## src/rtl/sdram_seq_pkg.sv

```systemverilog
package sdram_seq_pkg;

    // {cs_n, ras_n, cas_n, we_n}
    typedef enum logic [3:0] {
        CMD_MRS = 4'b0000,
        CMD_REF = 4'b0001,
        CMD_PRE = 4'b0010,
        CMD_ACT = 4'b0011,
        CMD_WR  = 4'b0100,
        CMD_RD  = 4'b0101,
        CMD_NOP = 4'b0111
    } sd_cmd_e;

    typedef enum logic [3:0] {
        ST_POWERUP,
        ST_PRECHARGE,
        ST_MODE_FIRST,
        ST_INIT_REFRESH,
        ST_MODE_SECOND,
        ST_OPEN_ROW,
        ST_WARM_READ,
        ST_WARM_WRITE,
        ST_CLOSE_ROWS,
        ST_SETTLE,
        ST_READY,
        ST_BURST_REFRESH
    } seq_state_e;

    // One command slot: the command plus which address source it uses.
    typedef struct packed {
        sd_cmd_e cmd;
        logic    all_banks;
        logic    mode_word;
        logic    column;
    } cmd_slot_t;

    localparam cmd_slot_t IDLE_SLOT = '{cmd: CMD_NOP, all_banks: 1'b0,
                                        mode_word: 1'b0, column: 1'b0};

    function automatic int unsigned larger(input int unsigned a, input int unsigned b);
        return (a > b) ? a : b;
    endfunction

endpackage

```

## src/rtl/sdram_wait_counter.sv

```systemverilog
module sdram_wait_counter #(
    parameter int W       = 8,
    parameter int RST_VAL = 0
) (
    input  logic         clk,
    input  logic         rst,
    input  logic         load,
    input  logic [W-1:0] value,
    output logic         done
);
    logic [W-1:0] cnt;

    always_ff @(posedge clk) begin
        if (rst)
            cnt <= W'(RST_VAL);
        else if (load)
            cnt <= value;
        else if (cnt != '0)
            cnt <= cnt - 1'b1;
    end

    assign done = (cnt == '0);
endmodule

```

## src/rtl/sdram_refresh_timer.sv

```systemverilog
module sdram_refresh_timer #(
    parameter int PERIOD   = 195,
    parameter int FAST_DIV = 8,
    parameter int SLOW_DIV = 16
) (
    input  logic clk,
    input  logic rst,
    input  logic enable,
    input  logic slow,
    output logic tick
);
    localparam int FAST_LIM = PERIOD * FAST_DIV - 1;
    localparam int SLOW_LIM = PERIOD * SLOW_DIV - 1;
    localparam int W        = $clog2(sdram_seq_pkg::larger(FAST_LIM, SLOW_LIM) + 1);

    logic [W-1:0] cnt;
    logic [W-1:0] reload;

    assign reload = slow ? W'(SLOW_LIM) : W'(FAST_LIM);

    always_ff @(posedge clk) begin
        if (rst) begin
            cnt  <= '0;
            tick <= 1'b0;
        end else if (!enable) begin
            cnt  <= reload;
            tick <= 1'b0;
        end else if (cnt == '0) begin
            cnt  <= reload;
            tick <= 1'b1;
        end else begin
            cnt  <= cnt - 1'b1;
            tick <= 1'b0;
        end
    end
endmodule

```

## src/rtl/sdram_init_fsm.sv

```systemverilog
module sdram_init_fsm
    import sdram_seq_pkg::*;
#(
    parameter int PWRUP_CYCLES    = 10000,
    parameter int T_RP            = 2,
    parameter int T_RFC           = 4,
    parameter int T_MRD           = 2,
    parameter int T_RCD           = 2,
    parameter int CAS_LAT         = 2,
    parameter int T_WR            = 2,
    parameter int INIT_REFS       = 8,
    parameter int BURST_REFS      = 4,
    parameter int WARMUP_ACCESSES = 10,
    parameter int COL_W           = $clog2(WARMUP_ACCESSES + 1)
) (
    input  logic             clk,
    input  logic             rst,
    input  logic             ref_tick,
    output cmd_slot_t        slot,
    output logic [COL_W-1:0] column,
    output logic             refresh_en,
    output logic             ready
);
    localparam int GAP_MAX = larger(larger(larger(T_RP, T_RFC), larger(T_MRD, T_RCD)),
                                    larger(CAS_LAT + 1, T_WR));
    localparam int WAIT_W  = $clog2(larger(PWRUP_CYCLES, GAP_MAX) + 1);
    localparam int REF_W   = $clog2(larger(INIT_REFS, BURST_REFS) + 1);

    seq_state_e       state, nxt;
    logic [REF_W-1:0] ref_cnt, ref_nxt;
    logic [COL_W-1:0] acc, acc_nxt;
    logic             en_nxt, pend, take;
    logic             wt_done, wt_load;
    logic [WAIT_W-1:0] gap_m1;
    int               gap;

    sdram_wait_counter #(.W(WAIT_W), .RST_VAL(PWRUP_CYCLES)) u_wait (
        .clk   (clk),
        .rst   (rst),
        .load  (wt_load),
        .value (gap_m1),
        .done  (wt_done)
    );

    always_comb begin
        slot    = IDLE_SLOT;
        nxt     = state;
        ref_nxt = ref_cnt;
        acc_nxt = acc;
        en_nxt  = refresh_en;
        take    = 1'b0;
        gap     = 1;
        unique case (state)
            ST_POWERUP: if (wt_done) nxt = ST_PRECHARGE;
            ST_PRECHARGE: if (wt_done) begin
                slot.cmd = CMD_PRE; slot.all_banks = 1'b1;
                gap = T_RP; nxt = ST_MODE_FIRST;
            end
            ST_MODE_FIRST: if (wt_done) begin
                slot.cmd = CMD_MRS; slot.mode_word = 1'b1;
                gap = T_MRD; nxt = ST_INIT_REFRESH; ref_nxt = '0;
            end
            ST_INIT_REFRESH: if (wt_done) begin
                slot.cmd = CMD_REF; gap = T_RFC;
                if (ref_cnt == REF_W'(INIT_REFS - 1)) begin
                    nxt = ST_MODE_SECOND; ref_nxt = '0;
                end else begin
                    ref_nxt = ref_cnt + 1'b1;
                end
            end
            ST_MODE_SECOND: if (wt_done) begin
                slot.cmd = CMD_MRS; slot.mode_word = 1'b1;
                gap = T_MRD; nxt = ST_OPEN_ROW; en_nxt = 1'b1;
            end
            ST_OPEN_ROW: if (wt_done) begin
                slot.cmd = CMD_ACT; gap = T_RCD;
                nxt = ST_WARM_READ; acc_nxt = '0;
            end
            ST_WARM_READ: if (wt_done) begin
                slot.cmd = CMD_RD; slot.column = 1'b1;
                gap = CAS_LAT + 1; nxt = ST_WARM_WRITE;
            end
            ST_WARM_WRITE: if (wt_done) begin
                slot.cmd = CMD_WR; slot.column = 1'b1; gap = T_WR;
                if (acc == COL_W'(WARMUP_ACCESSES - 1)) begin
                    nxt = ST_CLOSE_ROWS;
                end else begin
                    acc_nxt = acc + 1'b1; nxt = ST_WARM_READ;
                end
            end
            ST_CLOSE_ROWS: if (wt_done) begin
                slot.cmd = CMD_PRE; slot.all_banks = 1'b1;
                gap = T_RP; nxt = ST_SETTLE;
            end
            ST_SETTLE: if (wt_done) nxt = ST_READY;
            ST_READY: if (wt_done && pend) begin
                take = 1'b1; ref_nxt = '0; nxt = ST_BURST_REFRESH;
            end
            ST_BURST_REFRESH: if (wt_done) begin
                slot.cmd = CMD_REF; gap = T_RFC;
                if (ref_cnt == REF_W'(BURST_REFS - 1)) begin
                    nxt = ST_READY; ref_nxt = '0;
                end else begin
                    ref_nxt = ref_cnt + 1'b1;
                end
            end
            default: nxt = ST_POWERUP;
        endcase
        wt_load = (slot.cmd != CMD_NOP);
        gap_m1  = WAIT_W'(gap - 1);
    end

    always_ff @(posedge clk) begin
        if (rst) begin
            state      <= ST_POWERUP;
            ref_cnt    <= '0;
            acc        <= '0;
            refresh_en <= 1'b0;
            pend       <= 1'b0;
        end else begin
            state      <= nxt;
            ref_cnt    <= ref_nxt;
            acc        <= acc_nxt;
            refresh_en <= en_nxt;
            if (take)     pend <= 1'b0;
            if (ref_tick) pend <= 1'b1;
        end
    end

    assign column = acc;
    assign ready  = (state == ST_READY) || (state == ST_BURST_REFRESH);
endmodule

```

## src/rtl/sdram_boot_sequencer.sv

```systemverilog
module sdram_boot_sequencer
    import sdram_seq_pkg::*;
#(
    parameter int PWRUP_CYCLES    = 10000,
    parameter int T_RP            = 2,
    parameter int T_RFC           = 4,
    parameter int T_MRD           = 2,
    parameter int T_RCD           = 2,
    parameter int CAS_LAT         = 2,
    parameter int T_WR            = 2,
    parameter int INIT_REFS       = 8,
    parameter int BURST_REFS      = 4,
    parameter int WARMUP_ACCESSES = 10,
    parameter int REF_PERIOD      = 195,
    parameter int FAST_DIV        = 8,
    parameter int SLOW_DIV        = 16,
    parameter int ADDR_W          = 13,
    parameter int MODE_VALUE      = 'h22,
    parameter int MODE_SHIFT      = 2,
    parameter int PRE_ALL_BIT     = 10
) (
    input  logic              clk,
    input  logic              rst,
    input  logic              slow_refresh,
    output logic              sd_cs_n,
    output logic              sd_ras_n,
    output logic              sd_cas_n,
    output logic              sd_we_n,
    output logic [ADDR_W-1:0] sd_addr,
    output logic              ready
);
    localparam int COL_W = $clog2(WARMUP_ACCESSES + 1);
    localparam logic [ADDR_W-1:0] MODE_WORD = ADDR_W'(MODE_VALUE) << MODE_SHIFT;

    cmd_slot_t        slot;
    logic [COL_W-1:0] column;
    logic             refresh_en;
    logic             ref_tick;

    sdram_refresh_timer #(
        .PERIOD(REF_PERIOD), .FAST_DIV(FAST_DIV), .SLOW_DIV(SLOW_DIV)
    ) u_timer (
        .clk    (clk),
        .rst    (rst),
        .enable (refresh_en),
        .slow   (slow_refresh),
        .tick   (ref_tick)
    );

    sdram_init_fsm #(
        .PWRUP_CYCLES(PWRUP_CYCLES), .T_RP(T_RP), .T_RFC(T_RFC), .T_MRD(T_MRD),
        .T_RCD(T_RCD), .CAS_LAT(CAS_LAT), .T_WR(T_WR), .INIT_REFS(INIT_REFS),
        .BURST_REFS(BURST_REFS), .WARMUP_ACCESSES(WARMUP_ACCESSES), .COL_W(COL_W)
    ) u_fsm (
        .clk        (clk),
        .rst        (rst),
        .ref_tick   (ref_tick),
        .slot       (slot),
        .column     (column),
        .refresh_en (refresh_en),
        .ready      (ready)
    );

    always_comb begin
        sd_addr = '0;
        if (slot.all_banks) sd_addr[PRE_ALL_BIT] = 1'b1;
        if (slot.mode_word) sd_addr = MODE_WORD;
        if (slot.column)    sd_addr = ADDR_W'(column);
    end

    assign {sd_cs_n, sd_ras_n, sd_cas_n, sd_we_n} = slot.cmd;
endmodule

```

## config.mk

```make
export PLATFORM = sky130hd
export DESIGN_NAME = sdram_boot_sequencer
export DESIGN_NICKNAME = d
export VERILOG_FILES = /design/src/rtl/sdram_seq_pkg.sv /design/src/rtl/sdram_wait_counter.sv /design/src/rtl/sdram_refresh_timer.sv /design/src/rtl/sdram_init_fsm.sv /design/src/rtl/sdram_boot_sequencer.sv
export SDC_FILE = /design/constraint.sdc
export NUM_CORES = 1
export LEC_CHECK = 0
export BUFFER_PORTS_ARGS = -buffer_cell sky130_fd_sc_hd__buf_2
export CORE_MARGIN = 3
export CORE_UTILIZATION = 27
export CTS_BUF_LIST = sky130_fd_sc_hd__clkbuf_2 sky130_fd_sc_hd__clkbuf_4 sky130_fd_sc_hd__clkbuf_8
export DETAILED_ROUTE_END_ITERATION = 8
export PLACE_DENSITY = 0.46
export SETUP_SLACK_MARGIN = 0.5
export SLEW_MARGIN = 20
export SYNTH_ARGS = -nofsm -noshare
export SYNTH_HDL_FRONTEND = slang
export SYNTH_SLANG_ARGS = --single-unit
```

## constraint.sdc

```tcl
create_clock -name clk -period 5.15 [get_ports clk]
set_clock_uncertainty 0.2 [all_clocks]
set_input_delay 0 -clock clk [delete_from_list [all_inputs] [get_ports clk]]
set_output_delay 0 -clock clk [all_outputs]
set_load 0.1 [all_outputs]
```

# Word level (Yosys, flattened, before mapping)
# Index checks and enable logic that the tools add are counted.
[totals] register_bits=41 in_bits=3
[op_classes] add_sub_neg=5 n_eq_ne=30 n_mux=54 bitwise_logic=1 reduce_logical=20
[op_table] op="$mux W4" n=24
[op_table] op="$pmux W4 S12" n=1
[op_table] op="$mux W12" n=3
[op_table] op="$mux W14" n=2
[op_table] op="$ne A2 B1 Y1 const B" n=14
[op_table] op="$eq A4 B3 Y1 const B" n=5
[op_table] op="$eq A4 B4 Y1 const B" n=5
[op_table] op="$pmux W3 S6" n=1
[op_table] op="$pmux W4 S4" n=1
[op_table] op="$logic_not A14 Y1" n=1
[op_table] op="$reduce_and A14 Y1" n=1
[op_table] op="$reduce_bool A14 Y1" n=1
[op_table] op="$sub A14 B1 Y14 const B" n=1
[op_table] op="$sub A14 B2 Y14 const B" n=1
[op_table] op="$mux W13" n=1
[op_table] op="$eq A4 B2 Y1 const B" n=3
[op_table] op="$logic_not A12 Y1" n=1
[op_table] op="$mux W3" n=4
[op_table] op="$sub A12 B1 Y12 const B" n=1
[op_table] op="$mux W11" n=1
[op_table] op="$mux W1" n=10
[op_table] op="$reduce_or A2 Y1" n=5
[op_table] op="$pmux W3 S3" n=1
[op_table] op="$add A4 B1 Y4 const B" n=2
[op_table] op="other kinds (15)" n=20

# Longest topological paths before layout
# Gate-level depths: netlist of run 1.
[logic_depth] depth_word=6 ltp_mapped=11 mapped_depth_nobuf=9

# Cells and area by module
# From an unflattened synthesis of run 1, not the netlist that was laid out.
[unflattened] cells_unflattened=315 area_unflattened_um2=2637.5
[modules_own_cells] mod="sdram_init_fsm" instances=1 cells_per_inst=140 area_per_inst_um2=1064.8 seq_area_each_um2=280.3
[modules_own_cells] mod="sdram_wait_counter" instances=1 cells_per_inst=97 area_per_inst_um2=833.3 seq_area_each_um2=280.3
[modules_own_cells] mod="sdram_refresh_timer" instances=1 cells_per_inst=64 area_per_inst_um2=629.4 seq_area_each_um2=260.2
[modules_own_cells] mod="sdram_boot_sequencer" instances=1 cells_per_inst=14 area_per_inst_um2=110.1 seq_area_each_um2=0.0

# Worst setup path after synthesis of run 1
# OpenSTA, ideal clock, no wires.
[synth_timing] path_kind="register to output" startpoint="reg u_fsm.u_wait.cnt[0]" endpoint="out sd_addr[7]" t_arrival_ns=4.333 required_ns=4.950 slack_ns=0.617 path_stages_with_launch=7 n_path_buf=1 path_cell_list="dfxtp_1 inv_1 ha_1 nor3b_1 nand4_1 clkbuf_1 nor4_1"
[synth_via] elab_chain_cells=5 elab_cells_between_ends=6 cone_classes="mux (5); reduce/logical (1)"
[synth_lines] item="start: declaration" line_no="sdram_wait_counter.sv:11" rtl="logic [W-1:0] cnt;"
[synth_lines] item="start signal: assignment" line_no="sdram_wait_counter.sv:15" rtl="cnt <= W'(RST_VAL);"
[synth_lines] item="start signal: assignment" line_no="sdram_wait_counter.sv:17" rtl="cnt <= value;"
[synth_lines] item="start signal: assignment" line_no="sdram_wait_counter.sv:19" rtl="cnt <= cnt - 1'b1;"
[synth_lines] item="$logic_not A14 Y1 (*)" line_no="sdram_wait_counter.sv:22" rtl="assign done = (cnt == '0);"
[synth_lines] item="$mux W1 (*)"
[synth_lines] item="$mux W1"
[synth_lines] item="$mux W11" line_no="sdram_boot_sequencer.sv:67" rtl="if (slot.mode_word) sd_addr = MODE_WORD;"
[synth_lines] item="$mux W13 (*)" line_no="sdram_boot_sequencer.sv:68" rtl="if (slot.column) sd_addr = ADDR_W'(column);"
[synth_lines] item="end: declaration" line_no="sdram_boot_sequencer.sv:29" rtl="output logic [ADDR_W-1:0] sd_addr,"
# Every way passes the cells marked *; elsewhere a longest branch is shown, timed or not.

# Worst setup path after layout of run 1
[layout_timing] startpoint="reg u_fsm.u_wait.cnt[0]" endpoint="reg u_fsm.u_wait.cnt[2]"
[layout_via] elab_chain_cells=5 elab_cells_between_ends=19 cone_classes="add/sub (2); eq/ne (1); mux (13); reduce/logical (3)"
[layout_lines] item="$logic_not A14 Y1" line_no="sdram_wait_counter.sv:22"
[layout_lines] item="$mux W3 (tied with other cells)" line_no="sdram_init_fsm.sv:63, sdram_init_fsm.sv:99"
[layout_lines] item="$pmux W3 S3 / $pmux W3 S6 (equally long branches)" line_no="sdram_init_fsm.sv:53" rtl="unique case (state)"
[layout_lines] item="$sub A14 B2 Y14 / $ne A3 B3 Y1 (equally long branches)" line_no="sdram_init_fsm.sv:110, sdram_init_fsm.sv:109"
[layout_lines] item="$mux W14 / $reduce_bool A2 Y1 (equally long branches)"
# Several ways; a longest one is shown, not always the timed one. The select of a mux whose other input is x is not followed.
# A chain may end at the register's enable or synchronous reset.

==> results of run 1 <==
-- worst max path at each step --
stage	from	end	slack, ns
5_1_grt	u_fsm.u_wait.cnt[0]$_SDFFE_PP0P_	u_fsm.u_wait.cnt[2]$_SDFFE_PP0P_	1.55
4_1_cts	u_fsm.u_wait.cnt[0]$_SDFFE_PP0P_	u_fsm.u_wait.cnt[2]$_SDFFE_PP0P_	1.93
3_5_place_dp	u_fsm.u_wait.cnt[0]$_SDFFE_PP0P_	u_fsm.u_wait.cnt[2]$_SDFFE_PP0P_	1.98
3_3_place_gp	u_fsm.u_wait.cnt[0]$_SDFFE_PP0P_	u_fsm.u_wait.cnt[2]$_SDFFE_PP0P_	2.11
6_report	u_fsm.u_wait.cnt[0]$_SDFFE_PP0P_	u_fsm.u_wait.cnt[2]$_SDFFE_PP0P_	1.99
2_1_floorplan	u_fsm.u_wait.cnt[0]$_SDFFE_PP0P_	sd_addr[7]	0.62
-- per-stage QoR --
| stage | power [mW] | setup slack (ns) | std cells | hold WS [ns] | area [sq um] |
|---|---|---|---|---|---|
| floorplan | 0.429 | 0.617 | 313 | -0.00205 | 2470 |
| global placement | 0.437 | 2.11 | 408 | 0.161 | 2530 |
| detailed placement | 0.437 | 1.98 | 408 | 0.162 | 2530 |
| CTS | 0.767 | 1.93 | 417 | 0.0552 | 2680 |
| global route | 0.783 | 1.55 | 417 | 0.117 | 2680 |
| finish | 0.753 | 1.99 | 417 | 0.0533 | 2680 |
-- final cells by class --
cell class	instances	share of cell area (%)
flip-flops and latches	41	30.6
well taps	108	5.04
inverters	13	1.82
clock buffers	5	2.57
multi-input cells	234	54.8
clock inverters	3	2.57
repair buffers	13	2.61
-- kinds of logic (layout without fill, tap and decap cells) --
group / Yosys count / after routing
AOI/OAI and AO/OA: 73 / 73
other: 1 / 8
muxes: 3 / 3
DFF: 41 / 41
xor gates and xnor gates: 15 / 15
adders and majority gates: 8 / 8
and+or+nand+nor: 127 / 127
buffers and inverters: 38 / 34
-- layer usage --
layer	track usage, %	wire length (um)	vias up
li1	-	-	1084
met2	17.7	2500	26
met4	2.76	44	0
met1	16.1	2820	997
met5	0	0	-
met3	2.56	217	5
-- power groups by stage --
| stage | sequential, mW | combinational, mW | clock (mW) |
|---|---|---|---|
| 3_5_place_dp | 0.352 | 0.0852 | 0 |
| 3_3_place_gp | 0.352 | 0.0852 | 0 |
| 4_1_cts | 0.345 | 0.0862 | 0.336 |
| 5_1_grt | 0.347 | 0.0940 | 0.342 |
| 2_1_floorplan | 0.349 | 0.0794 | 0 |
| 6_report | 0.345 | 0.0852 | 0.323 |
-- synth_stat cells (all sizes together) (3+ instances only) --
library cell  number
inv               13
nor2              26
xnor2             11
a221oi             3
nand2b             8
o21bai             3
nor4               5
o22ai              3
or3                6
nand2             19
nand3             12
and2               5
ha                 8
clkbuf            15
nor3              21
o21ai             13
a21boi             3
xor2               4
nor3b              4
mux2i              3
buf               10
nor2b              5
o31ai              5
a21oi             28
dfxtp             41
nand4              5
-- flip-flops by register name (all words and copies together) (netlist names) --
register / count
u_fsm.u_wait.cnt: 14
u_timer.cnt: 12
u_fsm.column: 4
u_fsm.ref_cnt: 4
u_fsm.state: 4
u_fsm.pend: 1
u_fsm.refresh_en: 1
u_timer.tick: 1
==> impl_metrics.env, run 1 <==
export IMPL_outcome="complete, no violations"
export IMPL_worstMarginPinSlew_ns=0.883
export IMPL_muxShareOfSynthArea_pct=1.23
export IMPL_synth_fa_ha_area_share_pct=4.10
export IMPL_place_congestion=0.779
export IMPL_core_area_sq_mm=0.00876
export IMPL_regArea_sq_um=821
export IMPL_p_switching_uw=200
export IMPL_reg2regPathDepth=9
export IMPL_synth_compound_area_share_pct=19.0
export IMPL_vias_per_cell=5.06
export IMPL_hold_end="u_fsm.pend$_SDFFE_PP0P_"
export IMPL_grt_pass1_wl_um=9600
export IMPL_ys_ff_latch=41
export IMPL_die_area_sq_mm=0.0102
export IMPL_slew_headroom_pct=41.1
export IMPL_hold_path_cell_count=2
export IMPL_synthSimpleGateAreaFrac_pct=29.3
export IMPL_p_seq_share_pct=45.8
export IMPL_drv_cap=0
export IMPL_drc=0
export IMPL_antenna_found_initial=0
export IMPL_synth_edf_count=0
export IMPL_ant_nets=0
export IMPL_first_pass_iters=4
export IMPL_grt_max_degree=41
export IMPL_ios=21
export IMPL_powerDensity_mw_per_mm2=281
export IMPL_period_needed_ns=3.16
export IMPL_rsz0062_at_grt="false"
export IMPL_worst_endpoint_required_ns=5.16
export IMPL_synth_warnings=0
export IMPL_port_buffers=12
export IMPL_synth_xor_area_share_pct=5.38
export IMPL_ir_worst_vdd_uv=113
export IMPL_synth_cell_types=55
export IMPL_finalHoldViolations=0
export IMPL_numCtsBuffers=5
export IMPL_p_comb_share_pct=11.3
export IMPL_multi_input_area_sq_mm=0.00147
export IMPL_p_clk_share_pct=42.9
export IMPL_min_from="rst"
export IMPL_layout_worst_path_cycle_share_pct=61.4
export IMPL_final_common_cell="dfxtp_1"
export IMPL_grt_pass1_vias=1977
export IMPL_ys_seq_area_share_pct=33.6
export IMPL_p_leak_nw=0.899
export IMPL_post_synth_top_area_cell="dfxtp_1"
export IMPL_cp_slowest_cell="and4_1"
export IMPL_dpl_hpwl_um=3770
export IMPL_hold_buffers=1
export IMPL_drt_iter0_markers=95
export IMPL_fp_dieW_um=101
export IMPL_synth_cell_area_sq_mm=0.00244
export IMPL_hp_class="in2reg"
export IMPL_num_antenna_cells=0
export IMPL_cts_buffer_depth=2
export IMPL_clk_latency_ns=0.31
export IMPL_final_util_pct=30.6
export IMPL_setup_viol=0
export IMPL_finalSetupTns_ns=0
export IMPL_cts_setup_buffers=0
export IMPL_async_flop_share_pct=0
export IMPL_cts_resized=0
export IMPL_h_tree_depth=2
export IMPL_globalRouteOverflowTotal=0
export IMPL_path_cells="inv_1 > ha_1 > nor3b_1 > and4_1 > nand2_1 > ha_1 > ha_1 > nand2b_1 > a221oi_1"
export IMPL_path_buf_inv=1
export IMPL_core_rowCount=34
export IMPL_cts_tree="built"
export IMPL_cpLargestDelayFamily="simple AND/OR/NAND/NOR gates"
export IMPL_swShare_pct=26.5
export IMPL_arrival_ns=3.18
export IMPL_endpoint_kind="flop"
export IMPL_crit_cells=9
export IMPL_r2r_end="u_fsm.u_wait.cnt[2]$_SDFFE_PP0P_"
export IMPL_timing_fmax_ghz=0.316
export IMPL_initial_core_util_pct=27.9
export IMPL_avgRoutedWirePerCell_um=13.4
export IMPL_rrSetupSlack_ns=1.99
export IMPL_clock_sinks=41
export IMPL_syn2layout_area_growth_pct=9.89
export IMPL_drive_above_1_share_pct=8.74
export IMPL_drv_slew=0
export IMPL_crit_type="reg2reg"
export IMPL_final_cell_mix="dfxtp_1 (41), a21oi_1 (28), nor2_1 (26)"
export IMPL_crit_top_cell="ha_1"
export IMPL_crit_path_max_incr_delay_ns=0.74
export IMPL_routed_wirelength_um=5580
export IMPL_dieHeight_um=101
export IMPL_grt_total_usage_pct=11.4
export IMPL_synth_area_per_cell_sq_um=7.98
export IMPL_synth_flop_cell="dfxtp_1"
export IMPL_synth_top_family_by_area="simple AND/OR/NAND/NOR gates"
export IMPL_netlist_area_leader_share_pct=33.6
export IMPL_crit_fanout=20
export IMPL_synth_area_leaders="dfxtp_1 (34%), a21oi_1 (5.7%), nor3_1 (4.3%), ha_1 (4.1%), nor2_1 (4.0%)"
export IMPL_cts_reportedPaths_clkPinSlew_ns=0.09
export IMPL_fillCellCount=958
export IMPL_nets=319
export IMPL_postSynthCellCount=306
export IMPL_via_count=2112
export IMPL_rr_startpoint="u_fsm.u_wait.cnt[0]$_SDFFE_PP0P_"
export IMPL_intPower_uw=553
export IMPL_root_buffer="clkbuf_8"
export IMPL_cp_start_kind="flop"
Note: power is estimated with default switching activity, not from simulation.
==> run 2, diff against run 1 <==
--- a/config.mk
+++ b/config.mk
@@ -5,12 +5,13 @@
 export SDC_FILE = /design/constraint.sdc
 export NUM_CORES = 1
 export LEC_CHECK = 0
+export ABC_AREA = 1
 export BUFFER_PORTS_ARGS = -buffer_cell sky130_fd_sc_hd__buf_2
 export CORE_MARGIN = 3
 export CORE_UTILIZATION = 27
 export CTS_BUF_LIST = sky130_fd_sc_hd__clkbuf_2 sky130_fd_sc_hd__clkbuf_4 sky130_fd_sc_hd__clkbuf_8
 export DETAILED_ROUTE_END_ITERATION = 8
-export PLACE_DENSITY = 0.46
+export PLACE_DENSITY = 0.48
 export SETUP_SLACK_MARGIN = 0.5
 export SLEW_MARGIN = 20
 export SYNTH_ARGS = -nofsm -noshare
==> constraint.sdc (replaced) <==
create_clock -name clk -period 2.64 [get_ports clk]
set_clock_uncertainty 0.2 [all_clocks]
set_input_delay 0 -clock clk [delete_from_list [all_inputs] [get_ports clk]]
set_output_delay 0 -clock clk [all_outputs]
set_load 0.1 [all_outputs]
==> impl_metrics.env, run 2 <==
export IMPL_outcome="complete, no violations"
export IMPL_layoutNonFillerInstCount=580
export IMPL_synth_cell_types=36
export IMPL_ios=21
export IMPL_path_cells="inv_2 > ha_4 > nand2_4 > nor2_4 > nand2_8 > nand2_1 > nand2_1 > nor2_2 > nand4_1 > buf_12"
export IMPL_first_pass_iters=4
export IMPL_fin_ws_ns=0.585
export IMPL_synth_flop_cell="dfxtp_1"
export IMPL_dpl_hpwl_um=4620
export IMPL_h_tree_depth=2
export IMPL_drc=0
export IMPL_setup_viol=0
export IMPL_cp_slowest_cell="dfxtp_1"
export IMPL_period_needed_ns=2.06
export IMPL_regMostFlops="u_fsm.u_wait.cnt"
export IMPL_ant_nets=0
export IMPL_grt_total_usage_pct=11.3
export IMPL_endpoint_kind="output port"
export IMPL_cts_buffer_depth=2
export IMPL_avgRoutedWirePerCell_um=10.6
export IMPL_drt_iter0_markers=43
export IMPL_place_congestion=0.830
export IMPL_crit_type="reg2out"
export IMPL_fillCellCount=1070
export IMPL_clk_latency_ns=0.31
export IMPL_largest_register_ffs=14
export IMPL_cts_tree="built"
export IMPL_grt_pass1_vias=2293
export IMPL_port_buffers=12
export IMPL_ir_worst_vdd_uv=203
export IMPL_clock_sinks=41
export IMPL_globalRouteOverflowTotal=0
export IMPL_core_area_sq_mm=0.00982
export IMPL_vias_per_cell=4.26
export IMPL_grt_max_degree=16
export IMPL_regArea_sq_um=840
export IMPL_crit_fanout=8
export IMPL_synth_area_per_cell_sq_um=6.67
export IMPL_synthTopCellsByCount="nand2_1 (93), nor2_1 (70), inv_1 (49)"
export IMPL_netlist_area_leader_share_pct=29.9
export IMPL_layout_worst_path_cycle_share_pct=77.8
export IMPL_ys_ff_latch=41
export IMPL_post_synth_top_area_cell="dfxtp_1"
export IMPL_multi_input_area_sq_mm=0.00176
export IMPL_hp_class="reg2reg"
export IMPL_arrival_ns=1.86
export IMPL_via_count=2468
export IMPL_cp_start_kind="flop"
export IMPL_drive_above_1_share_pct=26.4
export IMPL_ys_seq_area_share_pct=29.9
export IMPL_finalSetupTns_ns=0
export IMPL_final_cell_mix="nand2_1 (86), nor2_1 (60), inv_1 (45)"
export IMPL_synth_warnings=0
export IMPL_cts_reportedPaths_clkPinSlew_ns=0.09
export IMPL_initial_core_util_pct=28.0
export IMPL_final_common_cell="nand2_1"
export IMPL_placedCellCount=552
export IMPL_drv_cap=0
export IMPL_drv_slew=0
export IMPL_numCtsBuffers=5
export IMPL_finalHoldViolations=0
export IMPL_grt_pass1_wl_um=10500
export IMPL_fp_dieW_um=107
export IMPL_worst_endpoint_required_ns=2.44
export IMPL_postSynthCellCount=412
export IMPL_synth_cell_area_sq_mm=0.00275
export IMPL_nets=457
export IMPL_path_buf_inv=2
export IMPL_die_area_sq_mm=0.0114
export IMPL_dieHeight_um=107
export IMPL_crit_path_max_incr_delay_ns=0.32
export IMPL_synth_area_leaders="dfxtp_1 (30%), nand2_1 (13%), nor2_1 (9.6%), inv_1 (6.7%), nand3_1 (4.0%)"
export IMPL_routed_wirelength_um=6140
export IMPL_timing_fmax_ghz=0.487
export IMPL_crit_top_cell="nand2_1"
export IMPL_root_buffer="clkbuf_8"
export IMPL_synth_edf_count=0
export IMPL_powerDensity_mw_per_mm2=400
export IMPL_num_antenna_cells=0
export IMPL_antenna_found_initial=0
export IMPL_p_leak_nw=1.55
export IMPL_pre_cts_ws_ns=0.348
export IMPL_core_rowCount=36
export IMPL_rsz0062_at_grt="true"
export IMPL_syn2layout_area_growth_pct=23.4
export IMPL_cpLargestDelayFamily="simple AND/OR/NAND/NOR gates"
export IMPL_top_regs="u_fsm.u_wait.cnt (14), u_timer.cnt (12)"
export IMPL_synth_most_common_cell="nand2_1"
export IMPL_async_flop_share_pct=0
[run 2: cell count changes after synthesis, moves of 6 or more]
cell and change:
nand2_1 +74, nor2_1 +44, inv_1 +36, nor3_1 -15
a21oi_1 -13, clkbuf_1 -13, nand3_1 +10, nand2_2 +8
nand2b_1 -8, nor2_2 +8, xor2_1 +7, inv_2 +6
o21ai_1 +6
[run 2: per-stage QoR]
step / hold slack (ns) / util, % / total power, mW / instance area [sq um]
after detailed placement: 0.111 / 30.2 / 0.914 / 2970
after CTS: 0.239 / 32.5 / 1.37 / 3190
after global routing: 0.280 / 34.5 / 1.44 / 3390
after global placement: 0.114 / 30.2 / 0.914 / 2970
final: 0.237 / 34.5 / 1.36 / 3390
after floorplan: -0.131 / - / 0.888 / 2830
[run 2: cell type report]
type | count | area share [%]
inverter | 57 | 6.68
multi-input combinational | 308 | 52.1
sequential | 41 | 24.8
timing repair buffer | 33 | 8.79
tap | 133 | 4.91
clock inverter | 3 | 0.739
clock buffer | 5 | 2.03
[run 2: cells by family after synthesis]
family	synth area share (%)
simple gates	40.5
buf+inv	11.4
flops	29.9
compound gates	8.66
xor+xnor	5.74
fa+ha+maj	3.64
other cells	0.137
[run 2: power breakdown]
group	internal (mW)	leakage (nW)	total (mW)	switching, mW
registers	0.644	0.338	0.673	0.0292
clock network	0.191	0.0447	0.443	0.251
logic	0.0814	1.16	0.240	0.159
total	0.917	1.55	1.36	0.439
[run 2: repair_timing]
item                                    4_1_cts  5_1_grt
resized for setup                            26       27
endpoints found under the hold margin        19        0
hold buffers                                  2        0
pin swaps                                     2       12
setup buffers                                 4       14
endpoints found under the setup margin       16       12
[run 2: per-layer routing]
metal / global-route usage [%] / wire [um]
met1: 14.6 / 3070
met2: 18.9 / 2860
met3: 2.17 / 122
met4: 3.84 / 88
met5: 0 / 0
[run 2: worst paths after layout]
path	to	cells after the start	slack (ns)	start
setup / recovery	sd_we_n	10	0.58	u_fsm.u_wait.cnt[0]$_SDFFE_PP0P_
hold / removal	u_fsm.pend$_SDFFE_PP0P_	2	0.24	u_timer.tick$_SDFF_PP0_
setup reg to reg	u_fsm.column[2]$_SDFFE_PP0P_	11	0.61	u_fsm.u_wait.cnt[0]$_SDFFE_PP0P_
hold reg to reg	u_fsm.pend$_SDFFE_PP0P_	2	0.24	u_timer.tick$_SDFF_PP0_
[run 2: tightest hold or removal path, cell delays in order, from the launching register on]
cell and delay, ns:
dfxtp_1 0.31, inv_1 0.04, a21oi_1 0.05
==> run 3, diff against run 2 <==
--- a/config.mk
+++ b/config.mk
@@ -5,13 +5,13 @@
 export SDC_FILE = /design/constraint.sdc
 export NUM_CORES = 1
 export LEC_CHECK = 0
-export ABC_AREA = 1
+export ABC_AREA = 0
 export BUFFER_PORTS_ARGS = -buffer_cell sky130_fd_sc_hd__buf_2
 export CORE_MARGIN = 3
 export CORE_UTILIZATION = 27
 export CTS_BUF_LIST = sky130_fd_sc_hd__clkbuf_2 sky130_fd_sc_hd__clkbuf_4 sky130_fd_sc_hd__clkbuf_8
 export DETAILED_ROUTE_END_ITERATION = 8
-export PLACE_DENSITY = 0.48
+export PLACE_DENSITY = 0.46
 export SETUP_SLACK_MARGIN = 0.5
 export SLEW_MARGIN = 20
 export SYNTH_ARGS = -nofsm -noshare
==> constraint.sdc (replaced) <==
create_clock -name clk -period 2 [get_ports clk]
set_clock_uncertainty 0.2 [all_clocks]
set_input_delay 0 -clock clk [delete_from_list [all_inputs] [get_ports clk]]
set_output_delay 0 -clock clk [all_outputs]
set_load 0.1 [all_outputs]
==> impl_metrics.env, run 3 (synthesis gave the netlist of run 1 again) <==
export IMPL_nets=419
export IMPL_dieHeight_um=101
export IMPL_regArea_sq_um=840
export IMPL_outcome="finished with violations"
export IMPL_drv_cap=0
export IMPL_top_regs="u_fsm.u_wait.cnt (14), u_timer.cnt (12)"
export IMPL_core_rowCount=34
export IMPL_grt_pass1_vias=2437
export IMPL_largest_register_ffs=14
export IMPL_crit_path_max_incr_delay_ns=0.33
export IMPL_drive_above_1_share_pct=48.9
export IMPL_reg2regPathDepth=11
export IMPL_grt_max_degree=16
export IMPL_first_pass_iters=4
export IMPL_vias_per_cell=4.87
export IMPL_cp_start_kind="flop"
export IMPL_cp_slowest_cell="dfxtp_2"
export IMPL_layoutNonFillerInstCount=517
export IMPL_finalHoldViolations=0
export IMPL_grt_total_usage_pct=14.6
export IMPL_clock_sinks=41
export IMPL_hp_class="reg2reg"
export IMPL_layout_worst_path_cycle_share_pct=108
export IMPL_routed_wirelength_um=7310
export IMPL_timing_fmax_ghz=0.464
export IMPL_num_antenna_cells=0
export IMPL_cpLargestDelayFamily="buffers and inverters"
export IMPL_placedCellCount=470
export IMPL_drv_slew=0
export IMPL_numCtsBuffers=5
export IMPL_h_tree_depth=2
export IMPL_fin_ws_ns=-0.154
export IMPL_fp_dieW_um=101
export IMPL_root_buffer="clkbuf_8"
export IMPL_clk_latency_ns=0.29
export IMPL_period_needed_ns=2.15
export IMPL_place_congestion=0.848
export IMPL_avgRoutedWirePerCell_um=14.1
export IMPL_endpoint_kind="output port"
export IMPL_worst_endpoint_required_ns=1.80
export IMPL_setup_viol=22
export IMPL_rsz0062_at_grt="true"
export IMPL_crit_fanout=4
export IMPL_globalRouteOverflowTotal=0
export IMPL_r2r_end="u_fsm.column[0]$_SDFFE_PP0P_"
export IMPL_ir_worst_vdd_uv=432
export IMPL_arrival_ns=1.95
export IMPL_p_leak_nw=1.54
export IMPL_powerDensity_mw_per_mm2=502
export IMPL_hold_path_cell_count=2
export IMPL_fillCellCount=845
export IMPL_hold_end="u_fsm.pend$_SDFFE_PP0P_"
export IMPL_rr_startpoint="u_fsm.u_wait.cnt[1]$_SDFFE_PP0P_"
export IMPL_regMostFlops="u_fsm.u_wait.cnt"
export IMPL_grt_pass1_wl_um=12000
export IMPL_final_common_cell="buf_4"
export IMPL_initial_core_util_pct=27.9
export IMPL_core_area_sq_mm=0.00876
export IMPL_multi_input_area_sq_mm=0.00193
export IMPL_cts_tree="built"
export IMPL_syn2layout_area_growth_pct=71.4
export IMPL_ios=21
export IMPL_die_area_sq_mm=0.0102
export IMPL_drc=0
export IMPL_path_buf_inv=4
export IMPL_rrSetupSlack_ns=-0.13
export IMPL_violations="setup timing"
export IMPL_antenna_found_initial=0
export IMPL_crit_type="reg2out"
export IMPL_min_from="u_timer.tick$_SDFF_PP0_"
export IMPL_port_buffers=12
export IMPL_cts_reportedPaths_clkPinSlew_ns=0.09
export IMPL_dpl_hpwl_um=4780
export IMPL_final_cell_mix="buf_4 (69), dfxtp_1 (30), buf_6 (22)"
export IMPL_path_cells="inv_2 > ha_4 > nor3b_4 > nand4_1 > buf_6 > buf_8 > nor4_4 > buf_12"
export IMPL_drt_iter0_markers=54
export IMPL_cts_buffer_depth=2
export IMPL_timing_hold_ws_ns=0.282
export IMPL_ant_nets=0
export IMPL_via_count=2519
==> run 3: cell types whose count changed in the layout (fill, tap and decap cells not counted), moves of 8 or more <==
cell      previous run  this run
a21oi_2              0        13
buf_12               3        11
buf_4               22        69
buf_6                2        22
inv_1               45         9
nand2_1             86        16
nand2_2             13         1
nand2b_1             0         8
nand3_1             22         9
nor2_1              60        19
nor2_2              12         2
==> run 3: worst reg2reg max path, stage by stage, from the launching register on <==
cell and delay (ns):
dfxtp_2 0.33, inv_2 0.07, ha_4 0.13, nor3b_4 0.20
nand4_1 0.21, buf_6 0.20, buf_4 0.13, buf_6 0.11
nor3_4 0.17, buf_6 0.12, nor2_1 0.03, a211oi_1 0.15
==> run 3: power breakdown <==
part	switching [mW]	total, mW	internal [mW]
Sequential	0.0355	0.885	0.849
Clock	0.328	0.831	0.503
Combinational	0.203	0.384	0.181
Total	0.567	2.10	1.53
==> run 3: metrics by stage <==
stage          setup slack (ns)  util (%)  TNS, ns  cell area, sq um  power, mW
2_1_floorplan            -0.395         -    -2.70              2790       1.13
3_3_place_gp             -0.158      38.7   -0.709              3390       1.21
3_5_place_dp             -0.179      38.7    -1.40              3390       1.21
4_1_cts                  -0.139      45.4    -1.19              3980       2.10
5_1_grt                  -0.305      47.7    -5.13              4180       2.19
6_report                 -0.154      47.7    -1.74              4180       2.10
==> run 3: metal layers <==
layer	global-route usage, %	share of wire (%)
met5	0	0
met4	4.09	0.64
met3	2.28	3.0
met2	24.4	48
met1	19.5	48
==> run 3: layout make-up <==
| type | instances | share of cell area [%] |
|---|---|---|
| tap | 108 | 3.23 |
| sequential | 41 | 20.1 |
| timing repair buffer | 113 | 26.2 |
| clock inverter | 3 | 1.64 |
| inverter | 13 | 1.17 |
| multi-input combinational | 234 | 46.1 |
| clock buffer | 5 | 1.64 |
==> run 3: timing repair <==
| action | in CTS | in global routing |
|---|---|---|
| resized for setup | 66 | 32 |
| hold buffers | 7 | 0 |
| setup buffers | 22 | 10 |
| endpoints found under the setup margin | 49 | 51 |
| endpoints found under the hold margin | 11 | 0 |
| pin swaps | 22 | 16 |
==> run 3: worst max path at each step <==
stage | startpoint | endpoint | slack, ns | depth (start not counted)
after floorplan | u_fsm.u_wait.cnt[0]$_SDFFE_PP0P_ | sd_addr[7] | -0.39 | 6
after global placement | u_fsm.state[3]$_SDFFE_PP0P_ | u_fsm.u_wait.cnt[2]$_SDFFE_PP0P_ | -0.16 | 8
after detailed placement | u_fsm.u_wait.cnt[3]$_SDFFE_PP0P_ | u_fsm.u_wait.cnt[2]$_SDFFE_PP0P_ | -0.18 | 7
after CTS | u_fsm.u_wait.cnt[1]$_SDFFE_PP0P_ | sd_addr[7] | -0.14 | 8
after global routing | u_fsm.u_wait.cnt[1]$_SDFFE_PP0P_ | sd_addr[7] | -0.30 | 8
final | u_fsm.u_wait.cnt[1]$_SDFFE_PP0P_ | sd_addr[7] | -0.15 | 8
